`config.mk`:
```
export PLATFORM = sky130hd
export DESIGN_NAME = qos_way_alloc
export DESIGN_NICKNAME = d
export VERILOG_FILES = /design/src/rtl/qos_alloc_pkg.sv /design/src/rtl/qos_mask_table.sv /design/src/rtl/qos_victim_sel.sv /design/src/rtl/qos_occupancy.sv /design/src/rtl/qos_way_alloc.sv
export SDC_FILE = /design/constraint.sdc
export NUM_CORES = 1
export LEC_CHECK = 0
export ABC_CLOCK_PERIOD_IN_PS = 4800
export BUFFER_PORTS_ARGS = -buffer_cell sky130_fd_sc_hd__buf_2
export CORE_ASPECT_RATIO = 2
export CORE_MARGIN = 2
export CORE_UTILIZATION = 45
export CTS_BUF_LIST = sky130_fd_sc_hd__clkbuf_8
export CTS_CLUSTER_SIZE = 12
export DETAILED_ROUTE_END_ITERATION = 10
export PLACE_DENSITY = 0.67
export SETUP_SLACK_MARGIN = 0.3
export SLEW_MARGIN = 30
export SYNTH_ARGS = -nofsm -noshare
export SYNTH_HDL_FRONTEND = slang
export SYNTH_SLANG_ARGS = --single-unit
export TNS_END_PERCENT = 50
```
`constraint.sdc`:
```
create_clock -name clk -period 4.8 [get_ports clk]
set_input_delay 0.24 -clock clk [delete_from_list [all_inputs] [get_ports clk]]
set_output_delay 0.24 -clock clk [all_outputs]
set_load 0.005 [all_outputs]
```
`src/rtl/qos_alloc_pkg.sv`:
```
// Shared encodings of the QoS allocator: access class and register region.
// Assumes the class bit is the address LSB and the region bit is the MSB.
package qos_alloc_pkg;
    typedef enum logic {
        CLS_DATA  = 1'b0,
        CLS_INSTR = 1'b1
    } acc_class_e;

    typedef enum logic {
        REG_MASKS    = 1'b0,
        REG_COUNTERS = 1'b1
    } reg_region_e;
endpackage

```
`src/rtl/qos_mask_table.sv`:
```
// Table of way masks, one per (identifier, class) pair, reset to all ones.
// Assumes the table index is {id, class}; writes land at the clock edge,
// so a lookup in the same cycle still sees the previous value.
module qos_mask_table #(
    parameter int NUM_WAYS = 4,
    parameter int NUM_QOS  = 4,
    localparam int QOS_W   = $clog2(NUM_QOS),
    localparam int ENTRIES = 2 * NUM_QOS
) (
    input  logic                clk,
    input  logic                rst_n,
    input  logic                wr_en,
    input  logic [QOS_W:0]      wr_idx,
    input  logic [NUM_WAYS-1:0] wr_mask,
    input  logic [QOS_W:0]      lk_idx,
    output logic [NUM_WAYS-1:0] lk_mask,
    input  logic [QOS_W:0]      rd_idx,
    output logic [NUM_WAYS-1:0] rd_mask
);
    logic [NUM_WAYS-1:0] mask_q [ENTRIES];

    // Hold and update the programmable masks.
    always_ff @(posedge clk) begin
        if (!rst_n) begin
            for (int i = 0; i < ENTRIES; i++) mask_q[i] <= '1;
        end else if (wr_en) begin
            mask_q[wr_idx] <= wr_mask;
        end
    end

    // Two read ports: one for the access path, one for software.
    always_comb begin
        lk_mask = mask_q[lk_idx];
        rd_mask = mask_q[rd_idx];
    end
endmodule

```
`src/rtl/qos_victim_sel.sv`:
```
// Combinational victim choice inside the allowed ways of one set.
// Order: lowest invalid allowed way, else lowest allowed way whose
// recently-used bit is clear, else lowest allowed way; an empty mask bypasses.
module qos_victim_sel #(
    parameter int NUM_WAYS = 4,
    localparam int WAY_W   = $clog2(NUM_WAYS)
) (
    input  logic [NUM_WAYS-1:0] allowed,
    input  logic [NUM_WAYS-1:0] valid_vec,
    input  logic [NUM_WAYS-1:0] used_vec,
    output logic [WAY_W-1:0]    victim,
    output logic                bypass
);
    function automatic logic [WAY_W-1:0] lowest_set(input logic [NUM_WAYS-1:0] v);
        logic [WAY_W-1:0] idx;
        idx = '0;
        for (int i = NUM_WAYS - 1; i >= 0; i--) begin
            if (v[i]) idx = WAY_W'(i);
        end
        return idx;
    endfunction

    logic [NUM_WAYS-1:0] free_ok;
    logic [NUM_WAYS-1:0] cold_ok;

    // Rank the candidates and pick the first non-empty class.
    always_comb begin
        free_ok = allowed & ~valid_vec;
        cold_ok = allowed & ~used_vec;
        bypass  = (allowed == '0);
        if (free_ok != '0)      victim = lowest_set(free_ok);
        else if (cold_ok != '0) victim = lowest_set(cold_ok);
        else                    victim = lowest_set(allowed);
    end
endmodule

```
`src/rtl/qos_occupancy.sv`:
```
// One occupancy counter per identifier. A fill adds one to the new owner
// and removes one from the evicted owner in the same edge.
// Assumes the caller never removes from an empty counter.
module qos_occupancy #(
    parameter int NUM_QOS = 4,
    parameter int CNT_W   = 7,
    localparam int QOS_W  = $clog2(NUM_QOS)
) (
    input  logic                     clk,
    input  logic                     rst_n,
    input  logic                     upd,
    input  logic [QOS_W-1:0]         gain_id,
    input  logic                     lose_en,
    input  logic [QOS_W-1:0]         lose_id,
    output logic [NUM_QOS*CNT_W-1:0] occ_flat
);
    for (genvar g = 0; g < NUM_QOS; g++) begin : g_cnt
        logic [CNT_W-1:0] cnt_q;
        logic             inc;
        logic             dec;

        // Decode whether this identifier gains or loses a line.
        always_comb begin
            inc = upd && (gain_id == QOS_W'(g));
            dec = upd && lose_en && (lose_id == QOS_W'(g));
        end

        // Apply the net change for this identifier.
        always_ff @(posedge clk) begin
            if (!rst_n)          cnt_q <= '0;
            else if (inc && !dec) cnt_q <= cnt_q + 1'b1;
            else if (dec && !inc) cnt_q <= cnt_q - 1'b1;
        end

        assign occ_flat[g*CNT_W +: CNT_W] = cnt_q;
    end
endmodule

```
`src/rtl/qos_way_alloc.sv`:
```
// Top of the QoS way allocator for one cache slice. It keeps per-line
// valid, owner and recently-used state, and it registers the fill decision.
// Assumes the tag array supplies hit/way, and a hit never uses a bypass mask.
module qos_way_alloc
    import qos_alloc_pkg::*;
#(
    parameter int NUM_SETS = 16,
    parameter int NUM_WAYS = 4,
    parameter int NUM_QOS  = 4,
    localparam int SET_W   = $clog2(NUM_SETS),
    localparam int WAY_W   = $clog2(NUM_WAYS),
    localparam int QOS_W   = $clog2(NUM_QOS),
    localparam int CNT_W   = $clog2(NUM_SETS * NUM_WAYS + 1),
    localparam int DATA_W  = (NUM_WAYS > CNT_W) ? NUM_WAYS : CNT_W,
    localparam int ADDR_W  = QOS_W + 2
) (
    input  logic              clk,
    input  logic              rst_n,
    input  logic              acc_valid,
    input  logic [SET_W-1:0]  acc_set,
    input  logic [QOS_W-1:0]  acc_qos,
    input  logic              acc_instr,
    input  logic              acc_hit,
    input  logic [WAY_W-1:0]  acc_hit_way,
    output logic              fill_valid,
    output logic [WAY_W-1:0]  fill_way,
    output logic              fill_bypass,
    input  logic              cfg_we,
    input  logic [ADDR_W-1:0] cfg_addr,
    input  logic [DATA_W-1:0] cfg_wdata,
    output logic [DATA_W-1:0] cfg_rdata
);
    logic [NUM_WAYS-1:0] valid_q [NUM_SETS];
    logic [NUM_WAYS-1:0] used_q  [NUM_SETS];
    logic [QOS_W-1:0]    owner_q [NUM_SETS][NUM_WAYS];

    logic [NUM_WAYS-1:0]      req_mask;
    logic [NUM_WAYS-1:0]      sw_mask;
    logic [WAY_W-1:0]         vict_way;
    logic                     vict_bypass;
    logic [NUM_QOS*CNT_W-1:0] occ_flat;
    logic                     miss_req;
    logic                     hit_req;
    logic                     do_fill;
    logic                     old_valid;
    logic [QOS_W-1:0]         old_owner;
    logic                     touch;
    logic [WAY_W-1:0]         touch_way;
    logic [NUM_WAYS-1:0]      used_next;
    logic                     mask_wr;
    logic [QOS_W-1:0]         rd_id;

    assign mask_wr = cfg_we && (cfg_addr[ADDR_W-1] == REG_MASKS);

    qos_mask_table #(.NUM_WAYS(NUM_WAYS), .NUM_QOS(NUM_QOS)) u_masks (
        .clk     (clk),
        .rst_n   (rst_n),
        .wr_en   (mask_wr),
        .wr_idx  (cfg_addr[ADDR_W-2:0]),
        .wr_mask (cfg_wdata[NUM_WAYS-1:0]),
        .lk_idx  ({acc_qos, acc_instr}),
        .lk_mask (req_mask),
        .rd_idx  (cfg_addr[ADDR_W-2:0]),
        .rd_mask (sw_mask)
    );

    qos_victim_sel #(.NUM_WAYS(NUM_WAYS)) u_victim (
        .allowed   (req_mask),
        .valid_vec (valid_q[acc_set]),
        .used_vec  (used_q[acc_set]),
        .victim    (vict_way),
        .bypass    (vict_bypass)
    );

    // Classify the request and look up the line about to be replaced.
    always_comb begin
        hit_req   = acc_valid && acc_hit;
        miss_req  = acc_valid && !acc_hit;
        do_fill   = miss_req && !vict_bypass;
        old_valid = valid_q[acc_set][vict_way];
        old_owner = owner_q[acc_set][vict_way];
        touch     = hit_req || do_fill;
        touch_way = hit_req ? acc_hit_way : vict_way;
    end

    // Next recently-used vector: mark the touched way, age the rest when full.
    always_comb begin
        used_next = used_q[acc_set] | (NUM_WAYS'(1) << touch_way);
        if (used_next == '1) used_next = NUM_WAYS'(1) << touch_way;
    end

    qos_occupancy #(.NUM_QOS(NUM_QOS), .CNT_W(CNT_W)) u_occ (
        .clk      (clk),
        .rst_n    (rst_n),
        .upd      (do_fill),
        .gain_id  (acc_qos),
        .lose_en  (old_valid),
        .lose_id  (old_owner),
        .occ_flat (occ_flat)
    );

    // Update line state and register the fill decision.
    always_ff @(posedge clk) begin
        if (!rst_n) begin
            for (int s = 0; s < NUM_SETS; s++) begin
                valid_q[s] <= '0;
                used_q[s]  <= '0;
                for (int w = 0; w < NUM_WAYS; w++) owner_q[s][w] <= '0;
            end
            fill_valid  <= 1'b0;
            fill_way    <= '0;
            fill_bypass <= 1'b0;
        end else begin
            if (touch) used_q[acc_set] <= used_next;
            if (do_fill) begin
                valid_q[acc_set][vict_way] <= 1'b1;
                owner_q[acc_set][vict_way] <= acc_qos;
            end
            fill_valid  <= do_fill;
            fill_way    <= do_fill ? vict_way : '0;
            fill_bypass <= miss_req && vict_bypass;
        end
    end

    // Software read mux: counters or masks, zero-extended.
    always_comb begin
        rd_id = cfg_addr[QOS_W:1];
        if (cfg_addr[ADDR_W-1] == REG_COUNTERS)
            cfg_rdata = DATA_W'(occ_flat[rd_id*CNT_W +: CNT_W]);
        else
            cfg_rdata = DATA_W'(sw_mask);
    end
endmodule

```
==> impl_metrics.json, run 1 <==
{
  "syn_nets": 1455,
  "final_nets": 1529,
  "synth.largest_area_cell": "edfxtp_1",
  "pre_cts_ws_ns": -0.122,
  "dp.cells": 1855,
  "ir_drop_mv": 0.273,
  "status": "complete, no violations",
  "cts_root_buffer": "clkbuf_8",
  "cp.arrival_ns": 5.17,
  "worst_hold_slack_ns": 0.0487,
  "hold_viol": 0,
  "htree_levels": 2,
  "dieArea_um2": 36900,
  "skew_ns": 0.0247,
  "vias": 11300,
  "final_util": 0.523,
  "final_cells": 1955,
  "port_buffers": 32,
  "rows": 97,
  "drc_errors": 0,
  "ys_seq_elements": 320,
  "rsz0062_at_grt": "true",
  "start_kind": "register",
  "fillers": 3005,
  "cts_made_buffers": 45,
  "power.total_mw": 6.25,
  "slew_headroom": 0.380,
  "area_growth_pct": 14.9,
  "drtIter0Drc": 709,
  "period_share": 0.971,
  "grt_pass1_wl_mm": 65.3,
  "cts_tree": "yes",
  "powerDensity_nw_per_um2": 342,
  "viasPerCell": 5.80,
  "synth_cell_types": 59,
  "synth.most_common_cell": "nor2_1",
  "drive_above_1_share": 0.239,
  "dr.pass1.iters": 5,
  "hold_path.class": "primary input to register",
  "initial_core_util": 0.455,
  "synth_area_per_cell_um2": 11.4,
  "yosys-top-cells-area": "edfxtp_1 (42%), mux4_2 (13%), dfxtp_1 (12%)",
  "die_w_um": 137,
  "synth_flop_cell": "edfxtp_1",
  "setup_violations": 0,
  "core_area_um2": 35000,
  "synth_area_um2": 15900,
  "ys_seq_area_frac": 0.544,
  "grt_use_total": 0.232,
  "yosys_warnings": 0,
  "insertion_delay_ns": 0.60,
  "ant_nets": 0,
  "cp_max_fo": 4,
  "drt-total-wl_mm": 41.8,
  "io_pins": 36,
  "gp_congestion": 0.877,
  "crit_type": "register to register",
  "cts.reportedPaths.clkPinSlew_ns": 0.06,
  "synth_top_area_share": 0.423,
  "fmax_mhz": 215,
  "cts.sinks": 320,
  "wl_per_cell_um": 21.4,
  "gr-total-overflow": 0,
  "synthArstFlopShare": 0,
  "ys_top_cells_by_count": "nor2_1 (228), edfxtp_1 (224), nand2_1 (176)",
  "antenna_found_initial": 1,
  "tightestPinTransition_ns": 0.923,
  "synthCells": 1398,
  "dp_hpwl_mm": 31.1,
  "fin_ws_ns": 0.139,
  "maxSlewViolCount": 0,
  "cts_buffer_depth": 3,
  "grt_max_degree": 89,
  "die_h_um": 270,
  "cap_violations": 0,
  "cp.required_ns": 5.31,
  "grt_pass1_vias": 11800,
  "p_leak_nw": 6.68,
  "min_period_ns": 4.66,
  "synth_edf_count": 224,
  "cp-end-kind": "register"
}
==> cells in the final DEF (no fill, tap or decap), types with 29 or more instances in the layout <==
master      n
a21oi_1    29
buf_2      29
buf_4      93
clkbuf_8   50
dfxtp_1    96
edfxtp_1  224
mux4_2     90
nand2_1   173
nor2_1    227
o21ai_0   138
==> area by class of cell <==
type,count,area (µm²),area share
flip-flops and latches,320,8650,0.473
multi-input cells,965,7050,0.386
repair buffers,129,986,0.0540
clock buffers,50,688,0.0377
well taps,445,557,0.0305
clock inverters,34,280,0.0153
inverters,11,53.8,0.00295
diodes,1,2.50,0.000137
==> path summary, 6_finish.rpt <==
kind	from	endpoint	slack (ns)	depth (start not counted)
worst min-delay path	cfg_wdata[0]	u_masks.mask_q[6][0]$_SDFFCE_PN1P_	0.05	2
worst min register to register	valid_q[7][3]$_DFF_P_	valid_q[7][3]$_DFF_P_	0.45	2
worst max register to register	u_masks.mask_q[6][2]$_SDFFCE_PN1P_	u_occ.g_cnt[1].cnt_q[6]$_SDFFE_PN0P_	0.14	20
worst max-delay path	u_masks.mask_q[6][2]$_SDFFCE_PN1P_	u_occ.g_cnt[1].cnt_q[6]$_SDFFE_PN0P_	0.14	20
==> worst max-delay path: stages (launching register included) <==
cell	delay, ns
edfxtp_1	0.45
mux4_2	0.51
mux2i_1	0.14
buf_4	0.16
nand3_2	0.07
a31o_1	0.26
a2111oi_4	0.38
nor2_4	0.09
mux4_2	0.49
nor2b_4	0.16
nand2b_1	0.12
ha_4	0.16
inv_4	0.05
fa_2	0.34
a21o_1	0.20
a21oi_2	0.17
o21bai_1	0.11
a21oi_2	0.15
xnor2_1	0.08
or3_1	0.37
a21oi_1	0.14
==> what timing repair did <==
item                                    CTS  global route
setup buffers                             6             8
pin swaps                                19            38
endpoints found under the setup margin    8            15
hold buffers                              0             0
gates resized for setup                   6            22
==> through the flow <==
stage	area (µm²)	setup TNS [ns]
final	18300	0
after floorplan	16100	0
after CTS	18100	0
after global placement	17000	-0.0475
after detailed placement	17000	-0.289
after global routing	18300	0
==> per-layer routing <==
metal / wire length (µm) / up-vias / track usage / part of all wire
met3: 1490 / 149 / 0.0282 / 0.036
met5: 0 / - / 0 / 0
li1: - / 5224 / - / -
met2: 23700 / 358 / 0.446 / 0.57
met1: 13600 / 5605 / 0.223 / 0.33
met4: 3030 / 0 / 0.151 / 0.072
==> flip-flops by register name (all words and copies together), names as in the netlist <==
register and flops:
owner_q 128, used_q 64, valid_q 64, u_masks.mask_q 32
u_occ.g_cnt.cnt_q 28, fill_way 2, fill_bypass 1, fill_valid 1
==> logic make-up (layout without fill, tap and decap cells) <==
family          Yosys count  in the layout  synth area share
compound gates          244            244            0.0896
xor+xnor                 24             24            0.0132
fa+ha+maj                32             32            0.0271
buf+inv                 113            224            0.0293
flops                   320            320             0.544
mux                     115            115             0.144
other cells               0              1                 0
simple gates            550            550             0.153
==> power breakdown <==
group	total, mW	internal (mW)	switching, mW
combinational	0.868	0.370	0.499
sequential	3.08	3.04	0.0462
clock	2.30	1.24	1.06
total	6.25	4.64	1.60
Note: power is estimated with default switching activity, not from simulation.
==> inputs of run 2 (changes only) <==
--- a/config.mk
+++ b/config.mk
@@ -6,14 +6,15 @@
 export NUM_CORES = 1
 export LEC_CHECK = 0
 export ABC_CLOCK_PERIOD_IN_PS = 4800
-export BUFFER_PORTS_ARGS = -buffer_cell sky130_fd_sc_hd__buf_2
+export BUFFER_PORTS_ARGS = -buffer_cell sky130_fd_sc_hd__buf_4
 export CORE_ASPECT_RATIO = 2
 export CORE_MARGIN = 2
 export CORE_UTILIZATION = 45
 export CTS_BUF_LIST = sky130_fd_sc_hd__clkbuf_8
-export CTS_CLUSTER_SIZE = 12
+export CTS_CLUSTER_SIZE = 40
 export DETAILED_ROUTE_END_ITERATION = 10
 export PLACE_DENSITY = 0.67
+export REMOVE_ABC_BUFFERS = 1
 export SETUP_SLACK_MARGIN = 0.3
 export SLEW_MARGIN = 30
 export SYNTH_ARGS = -nofsm -noshare
==> impl_metrics.json, run 2 (synthesis results as in run 1) <==
{
  "status": "complete, no violations",
  "cts.sinks": 320,
  "final_common_cell": "nor2_1",
  "core_area_um2": 35000,
  "r2r_setup_slack_ns": 0.13,
  "drt-total-wl_mm": 44.2,
  "combPwrFrac": 0.145,
  "reg_top3": "owner_q x128, used_q x64, valid_q x64",
  "cts_root_buffer": "clkbuf_8",
  "hp-start": "acc_hit_way[1]",
  "hold_viol": 0,
  "power.internal_mw": 4.40,
  "grt_max_degree": 73,
  "port_buffers": 32,
  "area_growth_pct": 14.7,
  "viasPerCell": 5.91,
  "antenna_found_initial": 1,
  "startpoint": "used_q[12][3]$_SDFFCE_PN0P_",
  "wl_per_cell_um": 22.6,
  "drive_above_1_share": 0.226,
  "min_period_ns": 4.67,
  "worstReg2RegStart": "used_q[12][3]$_SDFFCE_PN0P_",
  "hold_path.class": "primary input to register",
  "rows": 97,
  "ant_nets": 0,
  "gr-total-overflow": 0,
  "maxSlewViolCount": 0,
  "p_leak_nw": 6.65,
  "power_frac_seq": 0.515,
  "cp.required_ns": 5.28,
  "crit_type": "register to register",
  "die_w_um": 137,
  "final_util": 0.522,
  "ir_drop_mv": 0.244,
  "r2r_cells": 19,
  "cts.reportedPaths.clkPinSlew_ns": 0.07,
  "drtIter0Drc": 1048,
  "reg2reg_to": "u_occ.g_cnt[3].cnt_q[6]$_SDFFE_PN0P_",
  "cts_made_buffers": 44,
  "drc_errors": 0,
  "largest_register_ffs": 128,
  "final_cell_mix": "nor2_1 (228), edfxtp_1 (224), nand2_1 (172), o21ai_0 (138), buf_4 (116)",
  "cp.arrival_ns": 5.15,
  "initial_core_util": 0.455,
  "largest_register": "owner_q",
  "grt_use_total": 0.241,
  "hold_depth": 3,
  "dr.pass1.iters": 5,
  "tightestPinTransition_ns": 1.08,
  "start_kind": "register",
  "clkPwrFrac": 0.340,
  "cts_tree": "yes",
  "grt_pass1_vias": 11800,
  "period_share": 0.973,
  "swShare": 0.266,
  "min_to": "used_q[4][2]$_SDFFCE_PN0P_",
  "setup_violations": 0,
  "die_h_um": 270,
  "io_pins": 36,
  "grt_pass1_wl_mm": 66.3,
  "cp_max_fo": 4,
  "cp-end-kind": "register",
  "switchingPower_mw": 1.59,
  "insertion_delay_ns": 0.60,
  "gp_congestion": 0.927,
  "cap_violations": 0,
  "skew_ns": 0.0250,
  "final_nets": 1532,
  "cts_buffer_depth": 3,
  "powerDensity_nw_per_um2": 329,
  "htree_levels": 2,
  "fmax_mhz": 214,
  "slew_headroom": 0.278,
  "dp_hpwl_mm": 32.2,
  "rsz0062_at_grt": "true",
  "worst_hold_slack_ns": 0.125,
  "dieArea_um2": 36900,
  "vias": 11600
}
-- run 2: cell types whose count changed in the layout (fill, tap and decap cells not counted), moves of 3 or more --
cell | previous run | this run
bufinv_16 | 5 | 2
a21oi_2 | 12 | 8
clkinv_2 | 7 | 2
dlygate4sd3_1 | 0 | 6
buf_6 | 0 | 4
buf_4 | 93 | 116
inv_1 | 19 | 30
a21oi_1 | 29 | 33
clkbuf_8 | 50 | 46
buf_2 | 29 | 0
-- run 2: worst max-delay path by stage --
stage / to / slack [ns] / depth (start not counted)
CTS: u_occ.g_cnt[0].cnt_q[5]$_SDFFE_PN0P_ / 0.13 / 21
detailed placement: u_occ.g_cnt[3].cnt_q[6]$_SDFFE_PN0P_ / -0.38 / 21
global placement: u_occ.g_cnt[0].cnt_q[5]$_SDFFE_PN0P_ / -0.31 / 22
global route: u_occ.g_cnt[3].cnt_q[6]$_SDFFE_PN0P_ / -0.06 / 20
floorplan: u_occ.g_cnt[0].cnt_q[6]$_SDFFE_PN0P_ / 0.02 / 18
finish: u_occ.g_cnt[3].cnt_q[6]$_SDFFE_PN0P_ / 0.13 / 19
-- run 2: metal layers --
layer	wire (µm)	vias up	GRT usage
met4	3660	0	0.185
met3	1930	162	0.0306
met1	14000	5712	0.229
met5	0	-	0
met2	24600	459	0.451
li1	-	5236	-
-- run 2: area by class of cell --
type | count | area, µm²
fill | 3036 | 16700
sequential | 320 | 8650
multi-input combinational | 965 | 7030
timing repair buffer | 133 | 1120
clock buffer | 46 | 633
tap | 445 | 557
clock inverter | 35 | 194
inverter | 11 | 51.3
antenna | 1 | 2.50
-- run 2: worst max-delay path, stage by stage (launching register included) --
cell and delay (ns):
edfxtp_1 0.39, mux4_2 0.50, a22oi_1 0.25, nand3_1 0.15, a31o_1 0.26, a2111oi_4 0.44, nor2_4 0.10, mux4_2 0.47
nor2b_4 0.16, nand2_2 0.08, ha_4 0.15, inv_4 0.05, fa_2 0.37, a21o_1 0.21, a21o_1 0.18, a21o_1 0.16
a21oi_2 0.12, xnor2_1 0.09, or3_1 0.30, a21oi_1 0.13
-- run 2: repair_timing --
action / 4_1_cts / 5_1_grt
buffers inserted: 9 / 1
endpoints found under the hold margin: 32 / 0
endpoints found under the setup margin: 14 / 14
hold buffers: 6 / 0
pin swaps: 41 / 15
resized for setup: 35 / 15
-- run 2: through the flow --
stage	worst slack (ns)	power [mW]	cell area [µm²]	instances	setup TNS, ns
after CTS	0.134	5.99	18100	1954	0
after global routing	-0.0621	6.19	18200	1956	-0.205
after detailed placement	-0.383	3.95	17000	1858	-2.88
after floorplan	0.0229	3.57	15500	1296	0
final	0.130	5.99	18200	1956	0
after global placement	-0.315	3.93	17000	1856	-1.74
-- run 2: power by group through the flow --
stage / logic [mW] / registers (mW) / clock network [mW]
3_3_place_gp: 0.792 / 3.14 / 0
6_report: 0.871 / 3.09 / 2.04
5_1_grt: 0.932 / 3.09 / 2.16
2_1_floorplan: 0.458 / 3.12 / 0
4_1_cts: 0.852 / 3.08 / 2.06
3_5_place_dp: 0.807 / 3.14 / 0
==> inputs of run 3 (changes only) <==
--- a/config.mk
+++ b/config.mk
@@ -7,7 +7,6 @@
 export LEC_CHECK = 0
 export ABC_CLOCK_PERIOD_IN_PS = 4800
 export BUFFER_PORTS_ARGS = -buffer_cell sky130_fd_sc_hd__buf_4
-export CORE_ASPECT_RATIO = 2
 export CORE_MARGIN = 2
 export CORE_UTILIZATION = 45
 export CTS_BUF_LIST = sky130_fd_sc_hd__clkbuf_8
@@ -20,4 +19,4 @@
 export SYNTH_ARGS = -nofsm -noshare
 export SYNTH_HDL_FRONTEND = slang
 export SYNTH_SLANG_ARGS = --single-unit
-export TNS_END_PERCENT = 50
+export TNS_END_PERCENT = 5
==> impl_metrics.json, run 3 (synthesis results as in run 1) <==
{
  "power.internal_mw": 4.64,
  "final_nets": 1531,
  "fillers": 2951,
  "skew_ns": 0.0495,
  "grt_use_total": 0.228,
  "drc_errors": 0,
  "final_cell_mix": "nor2_1 (228), edfxtp_1 (224), nand2_1 (172), o21ai_0 (139), buf_4 (114)",
  "rsz0062_at_grt": "true",
  "start_kind": "register",
  "ir_drop_mv": 0.209,
  "hold_viol": 0,
  "setup_violations": 0,
  "dp.cells": 1863,
  "cp-end-kind": "register",
  "viasPerCell": 5.86,
  "ant_nets": 0,
  "p_leak_nw": 6.72,
  "swShare": 0.262,
  "worstReg2RegStart": "u_masks.mask_q[0][1]$_SDFFCE_PN1P_",
  "wl_per_cell_um": 20.7,
  "cp_max_fo": 5,
  "rows": 68,
  "clkPwrFrac": 0.376,
  "io_pins": 36,
  "vias": 11600,
  "grt_pass1_vias": 11300,
  "cts_made_buffers": 53,
  "tns_ns": 0,
  "drive_above_1_share": 0.227,
  "largest_register": "owner_q",
  "insertion_delay_ns": 0.61,
  "reg_top3": "owner_q x128, used_q x64, valid_q x64",
  "cp.arrival_ns": 5.15,
  "reg2reg_to": "u_occ.g_cnt[0].cnt_q[6]$_SDFFE_PN0P_",
  "crit_type": "register to register",
  "dp_hpwl_mm": 28.1,
  "worst_hold_slack_ns": 0.0341,
  "cts.sinks": 320,
  "diodes": 0,
  "drtIter0Drc": 1123,
  "dieArea_um2": 36900,
  "die_h_um": 192,
  "hold_path.class": "primary input to register",
  "fmax_mhz": 215,
  "place_area_um2": 17000,
  "die_w_um": 192,
  "area_growth_pct": 15.0,
  "tightestPinTransition_ns": 0.921,
  "final_common_cell": "nor2_1",
  "htree_levels": 2,
  "min_period_ns": 4.64,
  "port_buffers": 32,
  "cts.reportedPaths.clkPinSlew_ns": 0.06,
  "cts_buffer_depth": 3,
  "antenna_found_initial": 0,
  "maxSlewViolCount": 0,
  "finalInstanceArea_um2": 18300,
  "r2r_setup_slack_ns": 0.16,
  "combPwrFrac": 0.134,
  "gr-total-overflow": 0,
  "r2r_cells": 20,
  "gp_congestion": 0.834,
  "powerDensity_nw_per_um2": 344,
  "grt_pass1_wl_mm": 63.8,
  "status": "complete, no violations",
  "dr.pass1.iters": 5,
  "startpoint": "u_masks.mask_q[0][1]$_SDFFCE_PN1P_",
  "cts_root_buffer": "clkbuf_8",
  "switchingPower_mw": 1.65,
  "period_share": 0.967,
  "final_cells": 1973,
  "cp.required_ns": 5.31,
  "grt_max_degree": 90,
  "power_frac_seq": 0.490,
  "cts_tree": "yes",
  "drt-total-wl_mm": 40.9,
  "core_area_um2": 34600,
  "cap_violations": 0,
  "largest_register_ffs": 128,
  "initial_core_util": 0.459,
  "critPathCapture": "u_occ.g_cnt[0].cnt_q[6]$_SDFFE_PN0P_",
  "slew_headroom": 0.386
}
run 3: changes by cell type in the layout (fill, tap and decap cells not counted), moves of 3 or more:
cell      delta
buf_6        -3
clkbuf_8    +14
inv_1        +4
ha_4         -4
ha_1         +4
run 3: timing repair:
| item | 4_1_cts | 5_1_grt |
|---|---|---|
| pin swaps | 20 | 12 |
| hold buffers | 4 | 0 |
| setup buffers | 6 | 0 |
| gates resized for setup | 28 | 11 |
| endpoints found under the setup margin | 13 | 16 |
| endpoints found under the hold margin | 23 | 0 |
run 3: worst min path at each step:
stage                                start                     end  slack [ns]  depth (start not counted)
global placement     valid_q[6][1]$_DFF_P_   valid_q[6][1]$_DFF_P_        0.43                          2
finish                           acc_valid  fill_bypass$_SDFF_PN0_        0.03                          3
detailed placement  valid_q[15][0]$_DFF_P_  valid_q[15][0]$_DFF_P_        0.44                          2
CTS                              acc_valid  fill_bypass$_SDFF_PN0_       0.005                          3
global route                     acc_valid  fill_bypass$_SDFF_PN0_        0.04                          3
floorplan                            rst_n   valid_q[0][0]$_DFF_P_        0.35                          2
run 3: layout make-up:
type / count / area (µm²) / share of cell area
multi-input cells: 965 / 6970 / 0.381
clock inverters: 39 / 225 / 0.0123
flip-flops and latches: 320 / 8650 / 0.473
clock buffers: 60 / 826 / 0.0452
inverters: 11 / 46.3 / 0.00253
well taps: 455 / 569 / 0.0311
repair buffers: 123 / 995 / 0.0544
run 3: metal layers:
metal  routed length [µm]  vias up  share of wire  track usage
met4                 1630        0          0.040       0.0938
met2                19000      523           0.47        0.364
met5                    0        -              0            0
li1                     -     5249              -            -
met3                 3270      102          0.080       0.0407
met1                17000     5684           0.41        0.308
run 3: worst max-delay path, cell delays in order (launching register included):
cell and delay, ns:
edfxtp_1 0.43, mux4_2 0.53, mux2i_1 0.34, nor3_1 0.11, buf_4 0.16, o22a_1 0.21
nor2_2 0.18, mux4_2 0.56, or3_4 0.41, ha_4 0.18, inv_4 0.06, buf_6 0.11
buf_4 0.10, fa_2 0.20, a21o_1 0.11, a21o_1 0.12, a21o_1 0.13, a21oi_2 0.06
xnor2_1 0.13, or3_1 0.32, a21oi_2 0.11
run 3: power by group through the flow:
stage	Clock (mW)	Combinational, mW	Sequential, mW
final	2.37	0.841	3.08
after floorplan	0	0.458	3.12
after CTS	2.40	0.824	3.08
after global placement	0	0.784	3.14
after detailed placement	0	0.799	3.14
after global routing	2.53	0.908	3.09
run 3: per-stage QoR:
step	total power, mW	utilization	setup WS [ns]
after floorplan	3.57	-	0.0229
after global placement	3.92	0.489	-0.191
after detailed placement	3.94	0.489	-0.239
after CTS	6.31	0.525	0.141
after global routing	6.53	0.528	-0.0643
final	6.29	0.528	0.157
